--- config.mk ---
export PLATFORM = sky130hd
export DESIGN_NAME = manch_rx_decoder
export DESIGN_NICKNAME = d
export VERILOG_FILES = /design/src/rtl/mrx_pkg.sv /design/src/rtl/mrx_edge_sync.sv /design/src/rtl/mrx_ivl_timer.sv /design/src/rtl/mrx_bit_track.sv /design/src/rtl/mrx_byte_pack.sv /design/src/rtl/manch_rx_decoder.sv
export SDC_FILE = /design/constraint.sdc
export NUM_CORES = 1
export LEC_CHECK = 0
export ABC_AREA = 1
export CAP_MARGIN = 20
export CORE_AREA = 2 2 79 81
export CTS_CLUSTER_SIZE = 40
export DETAILED_ROUTE_END_ITERATION = 16
export DIE_AREA = 0 0 81 83
export DONT_BUFFER_PORTS = 1
export PLACE_DENSITY = 0.64
export SKIP_CTS_REPAIR_TIMING = 1
export SLEW_MARGIN = 0
export SYNTH_ARGS = -nofsm -noshare
export SYNTH_HDL_FRONTEND = slang
export SYNTH_SLANG_ARGS = --single-unit
--- constraint.sdc ---
create_clock -name clk -period 5.3 [get_ports clk]
set_input_delay 1.06 -clock clk [delete_from_list [all_inputs] [get_ports clk]]
set_output_delay 1.06 -clock clk [all_outputs]
set_load 0.02 [all_outputs]
--- src/rtl/mrx_pkg.sv ---
package mrx_pkg;

  typedef enum logic [1:0] {
    IV_BAD   = 2'd0,
    IV_SHORT = 2'd1,
    IV_LONG  = 2'd2
  } ivl_cls_e;

  // Sort a measured interval into a window; short wins on overlap.
  function automatic ivl_cls_e classify_ivl(input logic [15:0] n,
                                            input logic [15:0] smin,
                                            input logic [15:0] smax,
                                            input logic [15:0] lmin,
                                            input logic [15:0] lmax);
    if (n >= smin && n <= smax)      return IV_SHORT;
    else if (n >= lmin && n <= lmax) return IV_LONG;
    else                             return IV_BAD;
  endfunction

endpackage

--- src/rtl/mrx_edge_sync.sv ---
module mrx_edge_sync #(
  parameter int STAGES = 2
) (
  input  logic clk,
  input  logic rst_n,
  input  logic din,
  output logic lvl,
  output logic ev
);
  logic [STAGES:0] pipe;

  always_ff @(posedge clk or negedge rst_n) begin
    if (!rst_n) pipe <= '0;
    else        pipe <= {pipe[STAGES-1:0], din};
  end

  assign lvl = pipe[STAGES-1];
  assign ev  = pipe[STAGES-1] ^ pipe[STAGES];
endmodule

--- src/rtl/mrx_ivl_timer.sv ---
module mrx_ivl_timer
  import mrx_pkg::*;
#(
  parameter int CNT_W = 8
) (
  input  logic             clk,
  input  logic             rst_n,
  input  logic             clr,
  input  logic             ev,
  input  logic [CNT_W-1:0] smin,
  input  logic [CNT_W-1:0] smax,
  input  logic [CNT_W-1:0] lmin,
  input  logic [CNT_W-1:0] lmax,
  output ivl_cls_e         cls,
  output logic             seen,
  output logic             overrun
);
  localparam logic [CNT_W-1:0] CNT_TOP = '1;
  logic [CNT_W-1:0] cnt;

  always_ff @(posedge clk or negedge rst_n) begin
    if (!rst_n) begin
      cnt  <= '0;
      seen <= 1'b0;
    end else if (clr) begin
      cnt  <= '0;
      seen <= 1'b0;
    end else if (ev) begin
      cnt  <= CNT_W'(1);
      seen <= 1'b1;
    end else if (cnt != CNT_TOP) begin
      cnt  <= cnt + CNT_W'(1);
    end
  end

  assign cls     = classify_ivl(16'(cnt), 16'(smin), 16'(smax), 16'(lmin), 16'(lmax));
  assign overrun = seen && (cnt > lmax);
endmodule

--- src/rtl/mrx_bit_track.sv ---
module mrx_bit_track
  import mrx_pkg::*;
(
  input  logic     clk,
  input  logic     rst_n,
  input  logic     clr,
  input  logic     ev,
  input  logic     lvl,
  input  logic     seen,
  input  ivl_cls_e cls,
  input  logic     overrun,
  input  logic     pre_ones,
  output logic     hunting,
  output logic     bit_stb,
  output logic     bit_val,
  output logic     err_now,
  output logic     err_lgc
);
  logic at_mid, hunt_nx, mid_nx;

  always_comb begin
    bit_stb = 1'b0;
    bit_val = lvl;
    err_now = 1'b0;
    err_lgc = 1'b0;
    hunt_nx = hunting;
    mid_nx  = at_mid;
    if (hunting) begin
      if (ev && seen && cls == IV_LONG && lvl != pre_ones) begin
        bit_stb = 1'b1;
        hunt_nx = 1'b0;
        mid_nx  = 1'b1;
      end
    end else if (ev) begin
      unique case (cls)
        IV_SHORT: begin
          if (at_mid) mid_nx = 1'b0;
          else begin
            bit_stb = 1'b1;
            mid_nx  = 1'b1;
          end
        end
        IV_LONG: begin
          if (at_mid) bit_stb = 1'b1;
          else begin
            err_now = 1'b1;
            err_lgc = 1'b1;
          end
        end
        default: err_now = 1'b1;
      endcase
    end else if (overrun) begin
      err_now = 1'b1;
    end
    if (err_now) begin
      hunt_nx = 1'b1;
      mid_nx  = 1'b0;
    end
  end

  always_ff @(posedge clk or negedge rst_n) begin
    if (!rst_n) begin
      hunting <= 1'b1;
      at_mid  <= 1'b0;
    end else if (clr) begin
      hunting <= 1'b1;
      at_mid  <= 1'b0;
    end else begin
      hunting <= hunt_nx;
      at_mid  <= mid_nx;
    end
  end
endmodule

--- src/rtl/mrx_byte_pack.sv ---
module mrx_byte_pack #(
  parameter int BYTE_W = 8
) (
  input  logic              clk,
  input  logic              rst_n,
  input  logic              clr,
  input  logic              bit_stb,
  input  logic              bit_val,
  input  logic              err_now,
  input  logic              err_lgc,
  output logic [BYTE_W-1:0] byte_data,
  output logic              byte_vld,
  output logic              bit_err,
  output logic              err_logic
);
  localparam int IDX_W = $clog2(BYTE_W);
  localparam logic [IDX_W-1:0] LAST = IDX_W'(BYTE_W - 1);

  logic [BYTE_W-1:0] shreg;
  logic [IDX_W-1:0]  nbits;
  logic [BYTE_W-1:0] shifted;

  assign shifted = {shreg[BYTE_W-2:0], bit_val};

  always_ff @(posedge clk or negedge rst_n) begin
    if (!rst_n) begin
      shreg     <= '0;
      nbits     <= '0;
      byte_data <= '0;
      byte_vld  <= 1'b0;
      bit_err   <= 1'b0;
      err_logic <= 1'b0;
    end else begin
      byte_vld  <= 1'b0;
      bit_err   <= 1'b0;
      err_logic <= 1'b0;
      if (clr) begin
        nbits <= '0;
      end else if (err_now) begin
        nbits     <= '0;
        bit_err   <= 1'b1;
        err_logic <= err_lgc;
      end else if (bit_stb) begin
        shreg <= shifted;
        if (nbits == LAST) begin
          nbits     <= '0;
          byte_vld  <= 1'b1;
          byte_data <= shifted;
        end else begin
          nbits <= nbits + IDX_W'(1);
        end
      end
    end
  end
endmodule

--- src/rtl/manch_rx_decoder.sv ---
module manch_rx_decoder
  import mrx_pkg::*;
#(
  parameter int CNT_W       = 8,
  parameter int BYTE_W      = 8,
  parameter int SYNC_STAGES = 2
) (
  input  logic              clk,
  input  logic              rst_n,
  input  logic              clr,
  input  logic              rx_in,
  input  logic              pre_ones,
  input  logic [CNT_W-1:0]  short_min,
  input  logic [CNT_W-1:0]  short_max,
  input  logic [CNT_W-1:0]  long_min,
  input  logic [CNT_W-1:0]  long_max,
  output logic [BYTE_W-1:0] byte_data,
  output logic              byte_vld,
  output logic              bit_err,
  output logic              err_logic
);
  logic     lvl, ev, seen, overrun;
  ivl_cls_e cls;
  logic     hunting, bit_stb, bit_val, err_now, err_lgc;

  mrx_edge_sync #(.STAGES(SYNC_STAGES)) u_sync (
    .clk(clk), .rst_n(rst_n), .din(rx_in), .lvl(lvl), .ev(ev)
  );

  mrx_ivl_timer #(.CNT_W(CNT_W)) u_timer (
    .clk(clk), .rst_n(rst_n), .clr(clr), .ev(ev),
    .smin(short_min), .smax(short_max), .lmin(long_min), .lmax(long_max),
    .cls(cls), .seen(seen), .overrun(overrun)
  );

  mrx_bit_track u_track (
    .clk(clk), .rst_n(rst_n), .clr(clr), .ev(ev), .lvl(lvl), .seen(seen),
    .cls(cls), .overrun(overrun), .pre_ones(pre_ones), .hunting(hunting),
    .bit_stb(bit_stb), .bit_val(bit_val), .err_now(err_now), .err_lgc(err_lgc)
  );

  mrx_byte_pack #(.BYTE_W(BYTE_W)) u_pack (
    .clk(clk), .rst_n(rst_n), .clr(clr), .bit_stb(bit_stb), .bit_val(bit_val),
    .err_now(err_now), .err_lgc(err_lgc), .byte_data(byte_data),
    .byte_vld(byte_vld), .bit_err(bit_err), .err_logic(err_logic)
  );
endmodule

==> impl_metrics.json, run 1 <==
{
  "outcome": "finished clean",
  "synth_seq_area_share_pct": 34.6,
  "dr.pass1.iters": 4,
  "antenna_found_initial": 0,
  "grt.overflow.total": 0,
  "relSlewSlack_pct": 73.3,
  "drive_above_1_share_pct": 10.4,
  "crit_chain": "inv_1, ha_1, a21oi_1, nor2_1, nor3_1, nand2_1, nand2_1, nand2_2, nand2_2, nand2_4, inv_1, nand4_2, nand2_1, nand2_1",
  "post-place-ws_ns": 2.46,
  "yosysWarnings": 0,
  "maxCapViolations": 0,
  "port-buffer-count": 0,
  "required_ns": 5.48,
  "cts_tree": "built",
  "worst_ir_drop_vdd_v": 0.000162,
  "gp_congestion": 0.768,
  "chipHeight_um": 83,
  "grtUsageTotal_pct": 16.1,
  "fin_ws_ns": 2.77,
  "syn_to_final_growth_pct": 5.53,
  "drv_slew": 0,
  "post_drt_wl_per_cell_um": 12.3,
  "worstMarginPinSlew_ns": 0.401,
  "n_fill_cell": 587,
  "dp_hpwl_um": 3820,
  "synth_top_area_cell": "dfrtp_1",
  "antennaDiodeCount": 0,
  "core_um2": 5820,
  "drc": 0,
  "crit_top_cell": "nand2_1",
  "final_cell_area_um2": 2680,
  "ys_ff_latch": 35,
  "critPathKind": "in -> reg",
  "yosysUniqueCellTypes": 35,
  "setup_viol": 0,
  "cts_root_buffer": "clkbuf_8",
  "cp.arrival_ns": 2.71,
  "postPlaceCellArea_um2": 2590,
  "vias": 1982,
  "clock_latency_ns": 0.29,
  "first_global_vias": 1786,
  "powerDensity_nw_per_um2": 193,
  "start_kind": "input port",
  "drt-initial-drc-count": 90,
  "synth_area_per_cell_um2": 7.87,
  "grt_max_degree": 36,
  "synth_area_leaders": "dfrtp_1 (34%), ha_1 (17%), nand2_1 (13%), inv_1 (8.4%), nand3_1 (3.9%)",
  "ant_nets": 0,
  "syn_area_um2": 2530,
  "critical-path-slowest-cell": "ha_1",
  "avgViaCountPerCell": 4.94,
  "hold_viol": 0,
  "p_total_uw": 516,
  "cts_buffers": 5,
  "max_stage_delay_ns": 0.29,
  "fmax_mhz": 396,
  "rsz0062_at_grt": "false",
  "postSynthNetCount": 394,
  "cp-end-kind": "register",
  "timing.hold.ws_ns": 0.348,
  "power_leakage_uw": 0.00155,
  "dieArea_um2": 6720,
  "fin_crit_sh_pct": 47.7,
  "yosys.area.top_type_share_pct": 33.6,
  "hp-class": "reg -> reg",
  "grt_pass1_wl_um": 8490,
  "min_period_ns": 2.53,
  "die_w_um": 81,
  "clock_skew_ns": 0.00530,
  "nets": 397,
  "cts.reportedPaths.clkPinSlew_ns": 0.07,
  "clock_sinks": 35,
  "boundaryPins": 48,
  "cts_max_level": 2,
  "clk_path_buf_depth": 2,
  "start_util_pct": 43.6,
  "synthCells": 322,
  "row_count": 28,
  "wl_um": 4920,
  "finalSetupTns_ns": 0,
  "cp_max_fo": 9
}
-- cell usage in the layout, fill, tap and decap left out, drive strengths merged, types with 2 or more instances in the layout --
cell,Yosys,final
nand2,94,94
inv,60,60
ha,35,35
dfrtp,34,34
nor2,24,24
nand3,23,23
a21oi,13,13
nand4,12,12
o21ai,9,9
clkbuf,0,6
nor3,3,3
a21o,2,2
-- worst max-delay path, delay by kind of cell --
kind	cells	cell delay, ns
simple gates	10	1.10
fa+ha+maj	1	0.29
compound gates	1	0.14
buf+inv	2	0.11
-- sequential cells by signal, summed over array words and instances (netlist names), 3 cells and up --
| signal | count |
|---|---|
| u_pack.shreg | 7 |
| u_pack.byte_data | 8 |
| u_timer.cnt | 8 |
| u_sync.pipe | 3 |
| u_pack.nbits | 3 |
-- cells in the mapped netlist, drive strengths merged --
cell type	count
a211oi	1
dfstp	1
nor2	24
xor2	1
o31ai	1
buf	4
o21a	1
ha	35
nor3	3
nand4	12
or2	1
a221oi	1
inv	60
o211ai	1
a21o	2
dfrtp	34
a21oi	13
nand3	23
o21ai	9
mux2	1
nand2	94
-- report_power, final --
part           internal (uW)  total, uW  leakage [uW]  switching, uW
clock                   91.8        190     0.0000412           98.1
combinational           18.8       50.3       0.00104           31.5
sequential               271        275      0.000473           4.08
-- layout make-up --
cell class,instances,area (um2),area share [%]
well taps,75,93.8,3.51
clock inverters,2,12.5,0.468
multi-input cells,223,1390,52.0
clock buffers,6,72.6,2.71
inverters,60,228,8.51
flip-flops and latches,35,877,32.8
-- path summary, 6_finish.rpt --
path | to | slack, ns | cells past startpoint | from
max in group asynchronous | u_track.hunting | 4.67 | 0 | rst_n
setup reg to reg | u_pack.byte_data[7] | 3.03 | 13 | u_timer.cnt[5]
setup / recovery | u_pack.byte_data[7] | 2.77 | 14 | short_min[5]
min in group asynchronous | u_timer.cnt[4] | 0.46 | 0 | rst_n
hold / removal | u_sync.pipe[1] | 0.35 | 0 | u_sync.pipe[0]
hold reg to reg | u_sync.pipe[1] | 0.35 | 0 | u_sync.pipe[0]
-- logic make-up (layout without fill, tap and decap cells) --
logic type | Yosys count | count (layout) | share of synthesized area [%]
buffers and inverters | 64 | 68 | 10.5
multiplexers | 1 | 1 | 0.444
adder cells (fa/ha/maj) | 35 | 35 | 17.3
flip-flops | 35 | 35 | 34.6
XOR/XNOR | 1 | 1 | 0.346
AND/OR/NAND/NOR | 157 | 157 | 30.3
AO/OA/AOI/OAI | 29 | 29 | 6.52
-- stage by stage --
step / utilization [%] / cells
6_report: 46.0 / 401
5_1_grt: 46.0 / 401
4_1_cts: 46.0 / 401
3_5_place_dp: 44.5 / 393
3_3_place_gp: 44.5 / 393
2_1_floorplan: - / 322
-- routing by layer --
layer | track usage, % | part of all wire (%) | routed length, um | vias up
li1 | - | - | - | 1040
met2 | 27.5 | 51 | 2520 | 40
met4 | 3.70 | 1.1 | 53 | 0
met5 | 0 | 0 | 0 | -
met1 | 20.6 | 43 | 2130 | 896
met3 | 3.48 | 4.4 | 218 | 6
(Power assumes the default switching activity.)
==> inputs of run 2 (changes only) <==
Clock period 5.3 ns to 2.5 ns, I/O delays scaled along.
==> run 2 against run 1 <==
Core utilization rose by 0.45 points. Highest routed layer unchanged. Critical path depth shrank 1. Worst setup slack got worse by 2.6 ns.
==> impl_metrics.json, run 2 (same netlist as run 1, synthesis figures left out) <==
{
  "outcome": "finished clean",
  "post-place-ws_ns": 0.102,
  "drt-initial-drc-count": 63,
  "hp-class": "in -> async",
  "largest_registers": "u_pack.byte_data (8), u_timer.cnt (8), u_pack.shreg (7)",
  "cts_max_level": 2,
  "setup_viol": 0,
  "worst_ir_drop_vdd_v": 0.000384,
  "port-buffer-count": 0,
  "drive_above_1_share_pct": 11.3,
  "chipHeight_um": 83,
  "dr.pass1.iters": 4,
  "power_frac_clock_pct": 36.2,
  "powerDensity_nw_per_um2": 408,
  "start_kind": "register",
  "fmax_mhz": 433,
  "seq_area_um2": 878,
  "fin_crit_sh_pct": 92.4,
  "grt_pass1_wl_um": 8400,
  "dp_hpwl_um": 3820,
  "cts_root_buffer": "clkbuf_8",
  "start_util_pct": 43.6,
  "mostFrequentLayoutCells": "nand2_1 (87), inv_1 (57), ha_1 (35)",
  "cp.arrival_ns": 2.49,
  "antennaDiodeCount": 0,
  "first_global_vias": 1860,
  "power_frac_seq_pct": 53.0,
  "min_period_ns": 2.31,
  "cts_tree": "built",
  "core_um2": 5820,
  "cts_buffers": 5,
  "maxCapViolations": 0,
  "gp_congestion": 0.736,
  "avgViaCountPerCell": 4.93,
  "worstMarginPinSlew_ns": 0.409,
  "grtUsageTotal_pct": 15.8,
  "drv_slew": 0,
  "rsz0062_at_grt": "false",
  "fin_ws_ns": 0.191,
  "finalSetupTns_ns": 0,
  "grt.overflow.total": 0,
  "nets": 398,
  "dp.cells": 393,
  "final_common_cell": "nand2_1",
  "die_w_um": 81,
  "boundaryPins": 48,
  "ant_nets": 0,
  "post_drt_wl_per_cell_um": 12.3,
  "antenna_found_initial": 0,
  "clock_sinks": 35,
  "syn_to_final_growth_pct": 6.56,
  "switching_power_uw": 289,
  "stdcell_count": 402,
  "cts.reportedPaths.clkPinSlew_ns": 0.07,
  "swShare_pct": 26.2,
  "multi_input_area_um2": 1400,
  "wl_um": 4930,
  "dieArea_um2": 6720,
  "final_core_util_pct": 46.5,
  "cp_max_fo": 17,
  "n_fill_cell": 591,
  "cp-end-kind": "register",
  "clock_skew_ns": 0.00373,
  "clock_latency_ns": 0.29,
  "vias": 1981,
  "p_total_uw": 1100,
  "power_leakage_uw": 0.00156,
  "intPower_uw": 813,
  "relSlewSlack_pct": 72.7,
  "hold_viol": 0,
  "required_ns": 2.68,
  "clk_path_buf_depth": 2,
  "critPathKind": "reg -> reg",
  "pwr-share-comb_pct": 10.8,
  "row_count": 28,
  "drc": 0,
  "grt_max_degree": 36
}
-- run 2: stage by stage --
stage / instance area [um2] / hold slack, ns
after floorplan: 2530 / 0.204
after global placement: 2590 / 0.205
after detailed placement: 2590 / 0.205
after CTS: 2680 / -0.112
after global routing: 2700 / 0.0335
final: 2700 / 0.0331
-- run 2: layout make-up --
| class | count | share of cell area [%] |
|---|---|---|
| tap | 75 | 3.47 |
| clock inverter | 2 | 0.463 |
| inverter | 60 | 8.43 |
| sequential | 35 | 32.5 |
| multi-input combinational | 223 | 51.7 |
| timing repair buffer | 1 | 0.741 |
| clock buffer | 6 | 2.69 |
-- run 2: power by group through the flow --
stage / clock network [uW] / registers (uW) / logic [uW]
2_1_floorplan: 0 / 592 / 91.9
3_3_place_gp: 0 / 594 / 105
3_5_place_dp: 0 / 595 / 107
4_1_cts: 416 / 584 / 108
5_1_grt: 441 / 585 / 142
6_report: 399 / 584 / 119
-- run 2: final timing paths --
path | from | endpoint | slack, ns | cells after the start
max reg2reg | u_timer.cnt[5] | u_pack.shreg[2] | 0.19 | 13
min in group clk | rx_in | u_sync.pipe[0] | 0.23 | 0
min reg2reg | u_sync.pipe[0] | u_sync.pipe[1] | 0.35 | 0
min | rst_n | u_timer.cnt[6] | 0.03 | 1
max | u_timer.cnt[5] | u_pack.shreg[2] | 0.19 | 13
max in group asynchronous | rst_n | u_timer.cnt[5] | 2.29 | 1
-- run 2: worst max-delay path, cell delays in order, from the launching register on --
cell and delay (ns):
dfrtp_2 0.48, ha_1 0.31, a21oi_1 0.14, nor2_1 0.07, nor3_2 0.18, nand2_1 0.12
nand2_1 0.15, nand3_2 0.13, nand2_4 0.11, inv_4 0.05, nor2_8 0.21, nand2_4 0.13
nand2_1 0.09, nand2_1 0.05
-- run 2: metal layers --
metal,vias to the layer above,track usage (%),part of all wire (%)
met5,-,0,0
met4,0,3.70,1.2
li1,1039,-,-
met2,31,27.3,50
met1,904,19.7,45
met3,7,3.59,3.5
==> inputs of run 3 (changes only) <==
Settings changed: CORE_AREA 2 2 79 81 to 2 2 66 68, DIE_AREA 0 0 81 83 to 0 0 68 70, PLACE_DENSITY 0.64 to 0.85.
==> run 3 against run 2 <==
Non-clock buffer count did not move. Worst setup slack improved by 0.065 ns. Via count rose by 2.8%. Clock power rose by 5.5%. Highest routed layer unchanged. Clock skew rose by 0.0063 ns. Global-route usage rose by 7.1 points. Sequential power barely moved. Sequential share of layout area rose by 0.33 points. Register-to-register slack improved by 0.06 ns. First-iteration DRC count rose by 9.5%. Worst hold slack improved by 0.0031 ns. Count of clock-buffer cells in the layout rose by 1.
==> impl_metrics.json, run 3 (same netlist as run 1, synthesis figures left out) <==
{
  "maxCapViolations": 0,
  "drc": 0,
  "worst_ir_drop_vdd_v": 0.000496,
  "setup_viol": 0,
  "relSlewSlack_pct": 73.9,
  "drt-initial-drc-count": 69,
  "cts.reportedPaths.clkPinSlew_ns": 0.07,
  "core_um2": 4140,
  "p_total_uw": 1130,
  "final_common_cell": "nand2_1",
  "powerDensity_nw_per_um2": 421,
  "fin_crit_sh_pct": 89.8,
  "hold_viol": 0,
  "avgViaCountPerCell": 5.37,
  "rsz0062_at_grt": "false",
  "grtUsageTotal_pct": 22.9,
  "post_drt_wl_per_cell_um": 12.8,
  "syn_to_final_growth_pct": 5.48,
  "cts_buffers": 5,
  "grt_max_degree": 36,
  "drive_above_1_share_pct": 11.3,
  "crit_top_cell": "nand2_1",
  "wl_um": 4870,
  "outcome": "finished clean",
  "cp_top_family": "simple AND/OR/NAND/NOR gates",
  "cp_max_fo": 17,
  "cp-end-kind": "register",
  "start_util_pct": 61.2,
  "max_stage_delay_ns": 0.49,
  "antennaDiodeCount": 0,
  "clock_latency_ns": 0.29,
  "port-buffer-count": 0,
  "hp-class": "in -> async",
  "boundaryPins": 48,
  "dp_hpwl_um": 3760,
  "fin_ws_ns": 0.255,
  "clock_skew_ns": 0.0100,
  "nets": 398,
  "critical-path-slowest-cell": "dfrtp_1",
  "gp_congestion": 0.855,
  "chipHeight_um": 70,
  "min_period_ns": 2.24,
  "cp.arrival_ns": 2.42,
  "vias": 2037,
  "clock_sinks": 35,
  "power_leakage_uw": 0.00157,
  "ant_nets": 0,
  "grt_pass1_wl_um": 8340,
  "grt.overflow.total": 0,
  "largest_registers": "u_pack.byte_data (8), u_timer.cnt (8), u_pack.shreg (7)",
  "critPathBufInv": 3,
  "required_ns": 2.68,
  "first_global_vias": 2000,
  "die_w_um": 68,
  "cts_root_buffer": "clkbuf_8",
  "critPathKind": "reg -> reg",
  "clk_path_buf_depth": 2,
  "cts_max_level": 2,
  "dieArea_um2": 4760,
  "worstMarginPinSlew_ns": 0.391,
  "cts_tree": "built",
  "crit_chain": "ha_1, nand2_1, inv_1, nand2_1, nand2_1, nand2_1, nand2_1, nand2_2, nand2_1, inv_2, nand3_2, nand2_4, inv_4, nor2_8, nand2_4, nand2_1, nand2_1",
  "row_count": 24,
  "start_kind": "register",
  "dr.pass1.iters": 4,
  "mostFrequentLayoutCells": "nand2_1 (87), inv_1 (56), ha_1 (35)",
  "drv_slew": 0,
  "finalSetupTns_ns": 0,
  "fmax_mhz": 445,
  "antenna_found_initial": 0,
  "final_core_util_pct": 64.5,
  "post-place-ws_ns": 0.211
}
## run 3: final timing paths
path	start	end	slack [ns]	depth (start not counted)
max	u_timer.cnt[3]	u_pack.shreg[0]	0.26	17
min	rst_n	u_pack.err_logic	0.04	1
max reg2reg	u_timer.cnt[3]	u_pack.shreg[0]	0.26	17
min reg2reg	u_sync.pipe[0]	u_sync.pipe[1]	0.35	0
max in group asynchronous	rst_n	u_timer.cnt[5]	2.28	1
min in group clk	rx_in	u_sync.pipe[0]	0.24	0
## run 3: metal layers
layer  track usage, %  vias up  share of wire [%]  routed length (um)
met4             7.56        0                1.8                  88
met5                0        -                  0                   0
li1                 -     1045                  -                   -
met2             40.2       57                 50                2430
met1             26.9      926                 44                2120
met3             5.15        9                4.6                 226
## run 3: metrics by stage
stage                     cells  hold WS [ns]  area [um2]
final                       379        0.0362        2670
after global routing        379        0.0404        2670
after CTS                   378        -0.109        2650
after detailed placement    370         0.205        2560
after global placement      370         0.205        2560
after floorplan             322         0.204        2530
## run 3: area by class of cell
class	instances	area [um2]
well taps	52	65.1
multi-input cells	223	1390
inverters	60	228
clock buffers	7	86.3
flip-flops and latches	35	878
fillers	357	1470
clock inverters	1	5.00
repair buffers	1	20.0
## run 3: where the power goes
part           switching [uW]  internal (uW)
clock network             199            222
registers                9.00            575
logic                    78.2           43.5
total                     286            841
